$ cat src/rtl/hb_pkg.sv
package hb_pkg;
    typedef enum logic [1:0] {
        ST_IDLE = 2'd0,
        ST_SEL  = 2'd1,
        ST_XFER = 2'd2,
        ST_DONE = 2'd3
    } hb_state_t;
endpackage

$ cat src/rtl/hb_sync.sv
module hb_sync #(
    parameter int          WIDTH   = 4,
    parameter int          STAGES  = 2,
    parameter logic [WIDTH-1:0] RST_VAL = '0
) (
    input  logic             clk,
    input  logic             rst_n,
    input  logic [WIDTH-1:0] d,
    output logic [WIDTH-1:0] q
);
    logic [WIDTH-1:0] chain [STAGES];

    always_ff @(posedge clk or negedge rst_n) begin
        if (!rst_n) begin
            for (int i = 0; i < STAGES; i++) chain[i] <= RST_VAL;
        end else begin
            chain[0] <= d;
            for (int i = 1; i < STAGES; i++) chain[i] <= chain[i-1];
        end
    end

    assign q = chain[STAGES-1];
endmodule

$ cat src/rtl/hb_ctrl.sv
module hb_ctrl
    import hb_pkg::*;
#(
    parameter int ADDR_W = 5,
    parameter int DATA_W = 8
) (
    input  logic              clk,
    input  logic              rst_n,
    input  logic              bus_intel,
    input  logic              bus_mux,
    input  logic              cs_s,
    input  logic              ale_s,
    input  logic              rd_s,
    input  logic              wr_s,
    input  logic [ADDR_W-1:0] addr_bus,
    input  logic [DATA_W-1:0] data_in,
    output logic [ADDR_W-1:0] reg_addr,
    output logic [DATA_W-1:0] reg_wdata,
    output logic              reg_we,
    output logic              reg_re,
    output logic              data_oe,
    output logic              hs_out,
    output logic              hs_oe
);
    hb_state_t         state, state_nx;
    logic [ADDR_W-1:0] addr_q;
    logic [DATA_W-1:0] wdata_q;
    logic              is_read_q;
    logic              addr_ok;
    logic              ale_d;
    logic              strobe_on;
    logic              read_req;
    logic              fire;

    // Intel: either active-low strobe; Motorola: data strobe only
    assign strobe_on = bus_intel ? (!rd_s || !wr_s) : !wr_s;
    assign read_req  = bus_intel ? !rd_s : rd_s;
    assign fire      = (state == ST_XFER) && !cs_s && !strobe_on;

    always_ff @(posedge clk or negedge rst_n) begin
        if (!rst_n) state <= ST_IDLE;
        else        state <= state_nx;
    end

    always_comb begin
        state_nx = state;
        unique case (state)
            ST_IDLE: if (!cs_s) state_nx = ST_SEL;
            ST_SEL: begin
                if (cs_s)           state_nx = ST_IDLE;
                else if (strobe_on) state_nx = ST_XFER;
            end
            ST_XFER: begin
                if (cs_s)            state_nx = ST_IDLE;
                else if (!strobe_on) state_nx = ST_DONE;
            end
            ST_DONE: if (cs_s) state_nx = ST_IDLE;
        endcase
    end

    always_ff @(posedge clk or negedge rst_n) begin
        if (!rst_n) begin
            addr_q    <= '0;
            wdata_q   <= '0;
            is_read_q <= 1'b0;
            addr_ok   <= 1'b0;
            ale_d     <= 1'b0;
        end else begin
            ale_d <= ale_s;
            if (state == ST_IDLE) addr_ok <= 1'b0;
            if (bus_mux && !cs_s && ale_d && !ale_s) begin
                addr_q  <= data_in[ADDR_W-1:0];
                addr_ok <= 1'b1;
            end
            if (state == ST_SEL && !cs_s && strobe_on) begin
                is_read_q <= read_req;
                if (!bus_mux) begin
                    addr_q  <= addr_bus;
                    addr_ok <= 1'b1;
                end
            end
            if (state == ST_XFER) wdata_q <= data_in;
        end
    end

    always_comb begin
        reg_addr  = addr_q;
        reg_wdata = wdata_q;
        reg_we    = fire && !is_read_q;
        reg_re    = fire && is_read_q;
        data_oe   = (state == ST_XFER) && is_read_q;
        if (bus_intel) begin
            hs_oe  = (state != ST_IDLE);
            hs_out = (state == ST_DONE);
        end else begin
            hs_oe  = 1'b1;
            hs_out = addr_ok && (state == ST_SEL || state == ST_XFER);
        end
    end

    a_r4_we_single: assert property (@(posedge clk) disable iff (!rst_n)
        reg_we |=> !reg_we);
    a_r5_no_we_while_driving: assert property (@(posedge clk) disable iff (!rst_n)
        data_oe |-> !reg_we);
    a_r6_ready_released: assert property (@(posedge clk) disable iff (!rst_n)
        (bus_intel && $rose(cs_s)) |=> !hs_oe);
    a_r7_ack_low_after_write: assert property (@(posedge clk) disable iff (!rst_n)
        (!bus_intel && $past(reg_we)) |-> !hs_out);
    a_r8_we_under_select: assert property (@(posedge clk) disable iff (!rst_n)
        reg_we |-> !cs_s);
endmodule

$ cat src/rtl/hostbus_slave.sv
module hostbus_slave #(
    parameter int ADDR_W      = 5,
    parameter int DATA_W      = 8,
    parameter int SYNC_STAGES = 2
) (
    input  logic              clk,
    input  logic              rst_n,
    input  logic              bus_intel,
    input  logic              bus_mux,
    input  logic              cs_n,
    input  logic              addr_stb,
    input  logic              rdn_rw,
    input  logic              wrn_ds,
    input  logic [ADDR_W-1:0] addr_bus,
    input  logic [DATA_W-1:0] data_in,
    output logic [DATA_W-1:0] data_out,
    output logic              data_oe,
    output logic              hs_out,
    output logic              hs_oe,
    output logic [ADDR_W-1:0] reg_addr,
    output logic [DATA_W-1:0] reg_wdata,
    output logic              reg_we,
    output logic              reg_re,
    input  logic [DATA_W-1:0] reg_rdata
);
    localparam int NSIG = 4;
    localparam logic [NSIG-1:0] IDLE_LEVELS = 4'b1011; // cs_n, stb, rd, wr

    logic [NSIG-1:0] raw_v, sync_v;

    assign raw_v = {cs_n, addr_stb, rdn_rw, wrn_ds};

    hb_sync #(.WIDTH(NSIG), .STAGES(SYNC_STAGES), .RST_VAL(IDLE_LEVELS)) u_sync (
        .clk   (clk),
        .rst_n (rst_n),
        .d     (raw_v),
        .q     (sync_v)
    );

    hb_ctrl #(.ADDR_W(ADDR_W), .DATA_W(DATA_W)) u_ctrl (
        .clk       (clk),
        .rst_n     (rst_n),
        .bus_intel (bus_intel),
        .bus_mux   (bus_mux),
        .cs_s      (sync_v[3]),
        .ale_s     (sync_v[2]),
        .rd_s      (sync_v[1]),
        .wr_s      (sync_v[0]),
        .addr_bus  (addr_bus),
        .data_in   (data_in),
        .reg_addr  (reg_addr),
        .reg_wdata (reg_wdata),
        .reg_we    (reg_we),
        .reg_re    (reg_re),
        .data_oe   (data_oe),
        .hs_out    (hs_out),
        .hs_oe     (hs_oe)
    );

    assign data_out = reg_rdata;
endmodule

$ cat config.mk
export PLATFORM = sky130hd
export DESIGN_NAME = hostbus_slave
export DESIGN_NICKNAME = d
export VERILOG_FILES = /design/src/rtl/hb_pkg.sv /design/src/rtl/hb_sync.sv /design/src/rtl/hb_ctrl.sv /design/src/rtl/hostbus_slave.sv
export SDC_FILE = /design/constraint.sdc
export NUM_CORES = 1
export LEC_CHECK = 0
export CORE_MARGIN = 2
export CORE_UTILIZATION = 46
export CTS_BUF_LIST = sky130_fd_sc_hd__clkbuf_2 sky130_fd_sc_hd__clkbuf_4 sky130_fd_sc_hd__clkbuf_8
export DETAILED_ROUTE_END_ITERATION = 7
export PLACE_DENSITY_LB_ADDON = 0.08
export SLEW_MARGIN = 20
export SYNTH_ARGS = -nofsm -noshare
export SYNTH_HDL_FRONTEND = slang
export SYNTH_SLANG_ARGS = --single-unit
$ cat constraint.sdc
create_clock -name clk -period 2.92 [get_ports clk]
set_input_delay 0.584 -clock clk [delete_from_list [all_inputs] [get_ports clk]]
set_output_delay 0.584 -clock clk [all_outputs]
set_load 0.03 [all_outputs]
## Word level (Yosys, flattened, before mapping)

Cells that the tools add are included.

| storage, ports and cells | value |
|---|---|
| flip-flop bits (word level) | 26 |
| input port bits | 29 |
| output and inout port bits | 26 |
| word-level logic and storage cells | 55 |

| operators by class | value |
|---|---|
| equality and inequality tests | 7 |
| reduce and logical (&&, ||, !) cells | 22 |
| muxes and demuxes | 18 |

Operator list:

| kind | count |
|---|---|
| $mux 5 | 3 |
| $mux 2 | 6 |
| $logic_and 1x1->1 | 11 |
| $mux 1 | 8 |
| $pmux 2 s4 | 1 |
| $logic_not 1->1 | 6 |
| $eq 2x2->1 const B | 2 |
| $ne 2x2->1 const B | 2 |
| $reduce_and 4->1 | 1 |
| $ne 3x2->1 const B | 1 |
| $ne 3x3->1 const B | 1 |
| $eq 2x1->1 const B | 1 |
| $logic_not 2->1 | 1 |
| $logic_or 1x1->1 | 2 |
| $reduce_bool 2->1 | 1 |

## Longest topological paths before layout

Gate-level depths: netlist of run 1.

| logic depth | value |
|---|---|
| depth after elaboration | 7 |
| depth in mapped cells | 7 |
| depth with buffers taken out | 6 |

## Hierarchy

A second synthesis of run 1 with hierarchy kept.

| unflattened totals | value |
|---|---|
| cell total of the unflattened synthesis | 105 |
| area total of the unflattened synthesis | 1272.5 sq um |

Modules (own cells, without submodules):

| module | times used | cells each | area each (sq um) | sequential area each (sq um) |
|---|---|---|---|---|
| hb_ctrl | 1 | 85 | 974.7 | 450.4 |
| hb_sync | 1 | 12 | 237.7 | 207.7 |
| hostbus_slave | 1 | 8 | 60.1 | 0.0 |

## Worst setup path before layout of run 1

No wires, ideal clock.

| path | value |
|---|---|
| kind | reg2out |
| start | register u_ctrl.state[1] |
| end | output port hs_out |
| required time | 2.336 ns |
| arrival time | 1.432 ns |
| path slack | 0.904 ns |
| cell stages (with the launch flop) | 5 |
| buffers on the path | 0 |
| cell sequence | dfrtp_1 > inv_1 > ha_1 > nand2_1 > o21ai_0 |

| on the way | value |
|---|---|
| cells in the longest elaborated chain, start to end | 4 |
| elaborated cells on any way between the ends | 6 |
| those cells by class | eq/ne (3); mux (1); reduce/logical (2) |

RTL lines:

| item | line | RTL |
|---|---|---|
| start, declared | hb_ctrl.sv:25 | `hb_state_t state, state_nx;` |
| start signal, assigned | hb_ctrl.sv:42 | `else state <= state_nx;` |
| $eq 2x1->1 or $eq 2x2->1 (tied branches) | hb_ctrl.sv:97 | `hs_out = addr_ok && (state == ST_SEL \|\| state == ST_XFER);` |
| $logic_or 1x1->1 | hb_ctrl.sv:97 |  |
| $logic_and 1x1->1 | hb_ctrl.sv:97 |  |
| $mux 1 (*) | hb_ctrl.sv:92 | `if (bus_intel) begin` |
| end, declared | hostbus_slave.sv:18 | `output logic hs_out,` |

Every way passes the cells marked *; elsewhere a longest branch is shown, timed or not.

## Worst setup path after layout of run 1

| path | value |
|---|---|
| start | input port bus_intel |
| end | output port reg_re |

| on the way | value |
|---|---|
| cells in the longest elaborated chain, start to end | 4 |

RTL lines:

| item | line | RTL |
|---|---|---|
| start, declared | hostbus_slave.sv:8 | `input logic bus_intel,` |
| $mux 1 | hb_ctrl.sv:36 | `assign strobe_on = bus_intel ? (!rd_s \|\| !wr_s) : !wr_s;` |
| $logic_not 1->1 | hb_ctrl.sv:38 | `assign fire = (state == ST_XFER) && !cs_s && !strobe_on;` |
| $logic_and 1x1->1 | hb_ctrl.sv:38 |  |
| $logic_and 1x1->1 | hb_ctrl.sv:90 | `reg_re = fire && is_read_q;` |
| end, declared | hostbus_slave.sv:23 | `output logic reg_re,` |

Every way passes these cells.

==> impl_metrics.toml, run 1 <==
[run_status]
status = "finished, final reports clean"

[critical_path]
crit_top_cell = "clkdlybuf4s50_1"
cp-start-kind = "primary input"
critPathSlowestCell = "clkdlybuf4s50_1"
required_ns = 2.34
cp.arrival_ns = 2.22
path_max_fanout = 7
slowest_delay_ns = 0.67
cp_cell_sequence = "clkdlybuf4s50_1, nand2b_2, nand4b_1, nor2_1, clkdlybuf4s50_1"
path_class = "primary input to output port"
end_kind = "output port"

[place]
dp_hpwl_mm = 1.90
place_congestion = 0.793
dp.cells = 158
dpl-instance-area_sq_um = 1570
io_buffers = 38

[die]
rows = 18
ioPinCount = 55
start_util_pct = 48.7
die-area_sq_um = 3050
dieWidth_um = 55.2
die_h_um = 55.2
coreArea_sq_um = 2480

[sta]
period_share_pct = 96.0
finalMaxSlewViolations = 0
skew_ns = 0.00117
period_minus_slack_ns = 2.80
holdWs_ns = 0.365
max_slew_margin_pct = 54.5
rsz0062_at_grt = "false"
fin_tns_setup_ns = 0
max_freq_mhz = 357
tightest_slew_ns = 0.682
hold_violations = 0
setup_viol = 0

[power]
power.switching_uw = 597
pwr-share-comb_pct = 49.1
p_int_uw = 988
p_clk_share_pct = 15.4
power_density_nw_per_um2 = 979
netSwitchingFraction_pct = 37.6
finalPower_mw = 1.58
leakagePower_nw = 0.662
seqPwrFrac_pct = 35.6
ir_drop_mv = 0.687

[cells_and_area]
nNetsFinal = 167
final_cell_mix = "clkdlybuf4s50_1 (38), dfrtp_1 (20), o21ai_0 (9), nand2_1 (8), mux2_2 (8)"
final_cell_area_sq_um = 1620
instances_no_fill = 162
mostFrequentLayoutCell = "clkdlybuf4s50_1"
drive_above_1_share_pct = 18.9
syn_to_final_growth_pct = 34.0
diodes = 0

[detailed_routing]
remaining_drc_errors = 0
dr_total_vias = 855
via_per_inst = 5.28
drtIter0Drc = 20
first_pass_iters = 4
routed_wl_mm = 2.43
ant_nets = 0
routedWlPerCell_um = 15.0

[synth]
synth_seq_area_share_pct = 54.5
synth.largest_area_cell = "dfrtp_1"
syn_area_sq_um = 1210
synth_warnings = 0
syn_inst = 99
async_reset_ff_share_pct = 100
synth_nets = 133
synth_top_flop_cell = "dfrtp_1"
synth_edf_count = 0
ys_top_cells_by_area = "dfrtp_1 (41%), dfstp_2 (13%), mux2_2 (7.5%)"
synth_top_area_share_pct = 41.5
synth.distinct_cells = 29
avgSynthCellArea_sq_um = 12.2
ys_seq_elements = 26

[global_route]
grt_pass1_vias = 893
grt_pass1_wl_mm = 4.33
antenna_found_initial = 0
grt_max_degree = 16
track_usage_pct = 18.0
grt_overflow = 0

[min_path]
hp-class = "flop to flop"

[clock_network]
path_clk_slew_ns = 0.13
clock_latency_ns = 0.32
ctsResizeCount = 0
cts_root_buf = "clkbuf_4"
cts_setup_buffers = 0
clock_sinks = 26
cts_buffers = 3
htree_levels = 1
hold_buffers = 0
cts_buffer_depth = 2
cts_tree = "built"

[flow_run]
maxCapViolCount = 0
==> worst paths after layout <==
path | startpoint | end | slack (ns) | depth (start not counted)
max in group asynchronous | rst_n | u_sync.chain[7] | 1.67 | 2
setup reg to reg | u_ctrl.state[1] | u_ctrl.reg_addr[2] | 1.04 | 5
setup / recovery | bus_intel | reg_re | 0.12 | 5
min in group asynchronous | rst_n | u_ctrl.state[1] | 0.59 | 1
hold / removal | u_sync.chain[4] | u_sync.q[0] | 0.36 | 0
hold reg to reg | u_sync.chain[4] | u_sync.q[0] | 0.36 | 0
==> cells in the mapped netlist, drive strengths merged (2+ instances only) <==
| library cell | n |
|---|---|
| nand2 | 8 |
| dfrtp | 20 |
| inv | 4 |
| o21ai | 9 |
| nor2 | 2 |
| mux2i | 5 |
| nand2b | 4 |
| dfstp | 6 |
| o21a | 2 |
| buf | 11 |
| ha | 5 |
| mux2 | 8 |
==> area by class of cell <==
type | instances | area (sq um)
fill | 197 | 860
clock inverter | 1 | 30.0
multi-input combinational | 58 | 459
inverter | 4 | 15.0
timing repair buffer | 40 | 395
tap | 30 | 37.5
sequential | 26 | 658
clock buffer | 3 | 22.5
==> power groups by stage <==
stage / Clock [mW] / Sequential, mW / Combinational, mW
2_1_floorplan: 0 / 0.742 / 0.311
3_3_place_gp: 0 / 0.567 / 0.770
3_5_place_dp: 0 / 0.573 / 0.783
4_1_cts: 0.252 / 0.566 / 0.784
5_1_grt: 0.268 / 0.588 / 0.831
6_report: 0.244 / 0.563 / 0.777
==> per-stage QoR <==
step                worst slack [ns]  util (%)
global placement               0.186      63.2
finish                         0.116      65.3
CTS                            0.118      65.3
global route                 0.00956      65.3
floorplan                      0.904         -
detailed placement             0.116      63.2
==> kinds of logic (layout without fill, tap and decap cells) <==
| logic type | count (synthesis) | count (layout) | share of synthesized area [%] |
|---|---|---|---|
| buf+inv | 15 | 48 | 7.46 |
| simple gates | 22 | 22 | 11.1 |
| fa+ha+maj | 5 | 5 | 5.18 |
| compound gates | 18 | 18 | 10.2 |
| flops | 26 | 26 | 54.5 |
| mux | 13 | 13 | 11.6 |
==> layer usage <==
layer,vias up,wire (um),track usage [%]
met1,408,900,20.9
met5,-,0,0
met3,4,202,6.79
met4,0,44,6.62
li1,401,-,-
met2,42,1280,30.3
==> flip-flops by register name (all words and copies together) (netlist names) <==
| signal | cells |
|---|---|
| u_ctrl.ale_d | 1 |
| u_ctrl.is_read_q | 1 |
| u_ctrl.addr_ok | 1 |
| u_ctrl.reg_addr | 5 |
| u_ctrl.state | 2 |
| u_ctrl.reg_wdata | 8 |
| u_sync.q | 4 |
| u_sync.chain | 4 |
==> worst max-delay path: cells and delay by family <==
| family | cells | cell delay (ns) |
|---|---|---|
| buffers and inverters | 2 | 1.15 |
| AND/OR/NAND/NOR | 3 | 0.47 |
(Power assumes the default switching activity.)
==> run 2: changes to the inputs <==
--- a/config.mk
+++ b/config.mk
@@ -6,7 +6,7 @@
 export NUM_CORES = 1
 export LEC_CHECK = 0
 export CORE_MARGIN = 2
-export CORE_UTILIZATION = 46
+export CORE_UTILIZATION = 38
 export CTS_BUF_LIST = sky130_fd_sc_hd__clkbuf_2 sky130_fd_sc_hd__clkbuf_4 sky130_fd_sc_hd__clkbuf_8
 export DETAILED_ROUTE_END_ITERATION = 7
 export PLACE_DENSITY_LB_ADDON = 0.08
==> constraint.sdc (replaced) <==
create_clock -name clk -period 2.5 [get_ports clk]
set_input_delay 0.5 -clock clk [delete_from_list [all_inputs] [get_ports clk]]
set_output_delay 0.5 -clock clk [all_outputs]
set_load 0.03 [all_outputs]
==> run 2 against run 1 <==
Compared with the run above:
- sequential cell count is the same
- core utilization down 11 points
- routed wire length fell by 4.6%
- sequential power increased by 17%
- clock-buffer cell count did not move
- non-clock buffer count rose by 1
==> impl_metrics.toml, run 2 (synthesis results as in run 1) <==
[sta]
skew_ns = 0.00911
setup_viol = 0
fin_tns_setup_ns = 0
holdWs_ns = 0.366
max_freq_mhz = 423
rsz0062_at_grt = "false"
tightest_slew_ns = 0.400
finalWorstSetupSlack_ns = 0.135
period_minus_slack_ns = 2.36
max_slew_margin_pct = 72.6
period_share_pct = 94.6
finalMaxSlewViolations = 0
hold_violations = 0

[die]
ioPinCount = 55
die_h_um = 60.4
dieWidth_um = 60.4
start_util_pct = 39.9
die-area_sq_um = 3640
coreArea_sq_um = 3030
rows = 20

[run_status]
status = "finished, final reports clean"

[detailed_routing]
dr_total_vias = 873
via_per_inst = 4.93
routedWlPerCell_um = 13.1
remaining_drc_errors = 0
ant_nets = 0
first_pass_iters = 4
drtIter0Drc = 13
routed_wl_mm = 2.31

[clock_network]
cts_buffer_depth = 2
cts_tree = "built"
cts_buffers = 3
clock_sinks = 26
path_clk_slew_ns = 0.15
cts_root_buf = "clkbuf_4"
clock_latency_ns = 0.33
htree_levels = 1
hold_buffers = 0

[cells_and_area]
final_cell_area_sq_um = 1640
nNetsFinal = 168
diodes = 0
mostFrequentLayoutCell = "clkdlybuf4s50_1"
n_fill_cell = 271
largest_register_ffs = 8
syn_to_final_growth_pct = 35.5
final_cell_mix = "clkdlybuf4s50_1 (35), dfrtp_1 (20), o21ai_0 (9), nand2_1 (8), mux2_2 (8)"
regArea_sq_um = 658
multi_input_area_sq_um = 459
drive_above_1_share_pct = 21.1

[critical_path]
path_class = "flop to output port"
end_kind = "output port"
cp.arrival_ns = 1.86
path_max_fanout = 4
cp-start-kind = "flop"
required_ns = 2.00
rrSetupSlack_ns = 0.81

[place]
dp_slack_ns = 0.119
place_congestion = 0.678
dp_hpwl_mm = 1.75
dpl-instance-area_sq_um = 1590
io_buffers = 38

[global_route]
grt_pass1_wl_mm = 3.86
use_met3_pct = 3.62
track_usage_pct = 14.3
grt_overflow = 0
busiest_layer = "met2"
use_met1_pct = 16.9
antenna_found_initial = 0
grtUsageMet2_pct = 23.8
grt_pass1_vias = 916
grt_max_degree = 27

[power]
power_density_nw_per_um2 = 1130
ir_drop_mv = 0.427
leakagePower_nw = 0.675
finalPower_mw = 1.85

[min_path]
hp-class = "flop to flop"

[flow_run]
maxCapViolCount = 0
[run 2: cell types whose count changed in the layout (fill, tap and decap cells not counted), sizes merged]
cell           delta
clkdlybuf4s50     -3
dlygate4sd2       +1
buf               +3
[run 2: cell type report]
class / count / share of cell area, %
repair buffers: 41 / 24.2
clock inverters: 1 / 1.83
multi-input cells: 58 / 28.1
well taps: 44 / 3.36
flip-flops and latches: 26 / 40.2
inverters: 4 / 0.917
clock buffers: 3 / 1.38
[run 2: repair_timing]
item / CTS / global route
setup endpoints to repair: 1 / 0
endpoints found under the hold margin: 0 / 0
resized for setup: 1 / 0
buffers inserted: 0 / 0
[run 2: path summary, 6_finish.rpt]
| check | startpoint | endpoint | cells past startpoint |
|---|---|---|---|
| worst max-delay path | u_ctrl.state[0] | data_oe | 4 |
| worst min-delay path | u_sync.chain[4] | u_sync.q[0] | 0 |
| worst max register to register | u_ctrl.state[0] | u_ctrl.state[1] | 6 |
| worst min register to register | u_sync.chain[4] | u_sync.q[0] | 0 |
| max in group asynchronous | rst_n | u_sync.q[1] | 2 |
| min in group asynchronous | rst_n | u_sync.chain[6] | 2 |
[run 2: where the power goes]
group | switching (mW) | leakage, nW | internal [mW] | total, mW
Sequential | 0.0862 | 0.304 | 0.570 | 0.656
Combinational | 0.484 | 0.343 | 0.418 | 0.903
Clock | 0.127 | 0.0279 | 0.162 | 0.290
Total | 0.698 | 0.675 | 1.15 | 1.85
[run 2: layer usage]
metal | vias to the layer above | routed length, um
met5 | - | 0
met4 | 0 | 55
met3 | 14 | 169
met2 | 28 | 1170
met1 | 427 | 922
li1 | 404 | -
[run 2: critical path, stage by stage, from the launching register on]
cell and delay (ns):
dfrtp_1 0.43, inv_1 0.15, ha_1 0.18, and2_1 0.12, clkdlybuf4s50_1 0.66
[run 2: metrics by stage]
step,cells,util (%)
after floorplan,99,-
after global placement,173,52.4
after detailed placement,173,52.4
after CTS,177,54.0
after global routing,177,54.0
final,177,54.0
